**config.mk**
```make
export PLATFORM = sky130hd
export DESIGN_NAME = mfm_write_enc
export DESIGN_NICKNAME = d
export VERILOG_FILES = /design/src/rtl/mfm_write_enc.sv
export SDC_FILE = /design/constraint.sdc
export NUM_CORES = 1
export LEC_CHECK = 0
export BUFFER_PORTS_ARGS = -buffer_cell sky130_fd_sc_hd__buf_4
export CAP_MARGIN = 10
export CORE_MARGIN = 3
export CORE_UTILIZATION = 55
export DETAILED_ROUTE_END_ITERATION = 10
export GPL_TIMING_DRIVEN = 0
export PLACE_DENSITY = 0.77
export RECOVER_POWER = 25
export SYNTH_ARGS = -nofsm -noshare
export SYNTH_HDL_FRONTEND = slang
export SYNTH_SLANG_ARGS = --single-unit
```
**constraint.sdc**
```tcl
create_clock -name clk -period 1.9 [get_ports clk]
set_clock_uncertainty 0.05 [all_clocks]
set_input_delay 0.38 -clock clk [delete_from_list [all_inputs] [get_ports clk]]
set_output_delay 0.38 -clock clk [all_outputs]
set_load 0.01 [all_outputs]
```
**src/rtl/mfm_write_enc.sv**
```systemverilog
module mfm_write_enc #(
  parameter int          BYTE_W   = 8,
  parameter logic [7:0]  SYNC_VAL = 8'hA1,
  parameter int          GAP_POS  = 2
) (
  input  logic              clk,
  input  logic              rst_n,
  input  logic              in_valid,
  output logic              in_ready,
  input  logic [BYTE_W-1:0] in_data,
  input  logic              in_sync,
  output logic              bit_out,
  output logic              bit_valid
);
  localparam int CELL_W = 2 * BYTE_W;
  localparam int CNT_W  = $clog2(CELL_W);

  logic [CELL_W-1:0] sh, enc;
  logic [CNT_W-1:0]  cnt;
  logic              busy, prev, last, take;

  assign last      = cnt == CNT_W'(CELL_W - 1);
  assign in_ready  = !busy || last;
  assign take      = in_valid && in_ready;
  assign bit_valid = busy;
  assign bit_out   = busy & sh[CELL_W-1];

  always_comb begin
    logic p;
    p = prev;
    for (int i = BYTE_W - 1; i >= 0; i--) begin
      enc[2*i+1] = ~p & ~in_data[i];
      enc[2*i]   = in_data[i];
      p          = in_data[i];
    end
    if (in_sync && in_data == SYNC_VAL[BYTE_W-1:0])
      enc[2*GAP_POS+1] = 1'b0;
  end

  always_ff @(posedge clk) begin
    if (!rst_n) begin
      sh   <= '0;
      cnt  <= '0;
      busy <= 1'b0;
      prev <= 1'b0;
    end else if (take) begin
      sh   <= enc;
      cnt  <= '0;
      busy <= 1'b1;
      prev <= in_data[0];
    end else if (busy) begin
      sh  <= sh << 1;
      cnt <= cnt + 1'b1;
      if (last) busy <= 1'b0;
    end
  end
endmodule

```
==> results.ini <==
[logic_synthesis]
synth_edf_count=0
synth_top_cell_area_share_pct=40.1
synth_cells=124
synth_area_per_cell_um2=8.86
synth.distinct_cells=37
ys_seq_area_share_pct=40.1
synth_top_flop_cell=dfxtp_1
ys_async_sr_fraction_pct=0
syn_area_mm2=0.00110
synthTopCellsByArea=dfxtp_1 40%, o21ai_0 6.8%, nor3_1 6.4%
yosys.area.top_type=dfxtp_1
yosysWarnings=0
syn-num-nets=137
ys_ff_latch=22

[detailed_routing]
drc_errors=0
drt_iter0_markers=45
vias=1054
vias_per_cell=6.31
antenna_left=0
wl_per_cell_um=15.9
first_pass_iters=4
wl_um=2660

[cells_and_area]
nets=156
syn_to_final_growth_pct=17.0
antenna_cells=0
layout-drive-gt1-share_pct=22.5
final_common_cell=dfxtp_1
layout_common_cells=21 x dfxtp_1, 15 x buf_4, 15 x o21ai_0
fin_area_mm2=0.00128

[pwr]
p_per_area_mw_per_mm2=720
p_leak_uw=0.000510
ir_drop_uv=546
power_uw=926

[placement]
dpl-instance-area_mm2=0.00123
dp_worst_setup_slack_ns=0.317
dp_hpwl_um=1870
globalplace.congestion=0.819
numPortBuffers=14

[grt]
grt_first_pass_wirelength_um=4260
grt_overflow=0
grtUsageTotal_pct=22.1
first_global_vias=913
antenna_found_initial=0
grt_max_degree=13

[die]
coreArea_mm2=0.00180
pin_count=15
die_x_um=50.7
die_h_um=50.7
row_count=15
dieArea_mm2=0.00257
start_util_pct=61.0

[sta]
finalSetupViolations=0
fin_crit_sh_pct=96.2
timing.hold.ws_ns=0.281
setup_tns_ns=0
setup_slack_ns=0.0726
fmax_ghz=0.547
hold_viol_final=0
final_max_slew_viol_count=0
relSlewSlack_pct=70.9
worst_pin_slew_ns=0.436
period_needed_ns=1.83

[worst_setup_path]
critPathMaxFanout=4
crit_path_end_kind=primary output
crit_arrival_ns=1.40
startpoint_type=register
crit_type=register to primary output
rrSetupSlack_ns=0.48
required_ns=1.47

[run]
timing.max_cap.violations=0

[clock_tree]
cts_resized=1
cts_buffers=3
tritoncts=built
cts.sinks=22
cts_max_level=1
cts.path.max_buffers=2
insertion_delay_ns=0.31
path_clk_slew_ns=0.11
cts_root_buf=clkbuf_4
postCtsHoldBufs=0
post_cts.repair.setup_buffers=0

[outcome]
outcome=completed

[min_path]
timing.hold.worst.class=input pin to register

-- synthesized netlist by cell type, drive strengths merged, types with 3 or more instances --
library cell / n
clkbuf: 4
a21boi: 3
a211o: 7
a211oi: 7
buf: 7
dfxtp: 22
nor3: 14
nand3: 8
o21ai: 15
and3: 4
a31oi: 8
-- logic make-up (layout without fill, tap and decap cells) --
| family | after synthesis | count (layout) | share of synthesized area, % |
|---|---|---|---|
| buf+inv | 13 | 31 | 6.61 |
| fa+ha+maj | 1 | 1 | 1.14 |
| simple gates | 40 | 40 | 22.1 |
| mux | 1 | 1 | 1.02 |
| flops | 22 | 22 | 40.1 |
| xor+xnor | 3 | 3 | 2.39 |
| compound gates | 44 | 44 | 26.7 |
-- layer usage --
metal | routed length, µm | GRT usage [%] | up-vias
met2 | 1220 | 34.3 | 44
met1 | 1200 | 30.9 | 490
li1 | - | - | 511
met5 | 0 | 0 | -
met3 | 179 | 2.67 | 9
met4 | 61 | 8.97 | 0
-- report_power, final --
part / internal (µW) / switching [µW]
clock network: 117 / 139
logic: 69.5 / 84.6
registers: 496 / 19.4
-- final timing paths --
kind,depth (start not counted),end,start
worst max-delay path,4,in_ready,cnt[1]
worst min register to register,2,sh[11],sh[10]
worst max register to register,5,sh[7],cnt[1]
worst min-delay path,3,sh[5],rst_n
-- critical path, stage by stage (launching register included) --
cell and delay (ns):
dfxtp_1 0.36, ha_4 0.19, and3_1 0.19, nand2b_1 0.19, buf_4 0.16
-- registers in the layout, indices dropped and copies added, names as in the netlist --
name and cells:
bit_valid 1, cnt 4, sh 16, prev 1
-- stage by stage --
stage               util [%]  instances
floorplan                  -        124
global placement        68.5        163
detailed placement      68.5        163
CTS                     70.7        167
global route            71.3        167
finish                  71.3        167
-- area by class of cell --
cell class	instances	area [µm²]
fill	154	517
buffer	11	65.1
inverter	2	7.51
multi-input combinational	89	598
tap	25	31.3
clock buffer	4	36.3
timing repair buffer	14	105
sequential	22	442
Power figures use the tool's default switching activity.
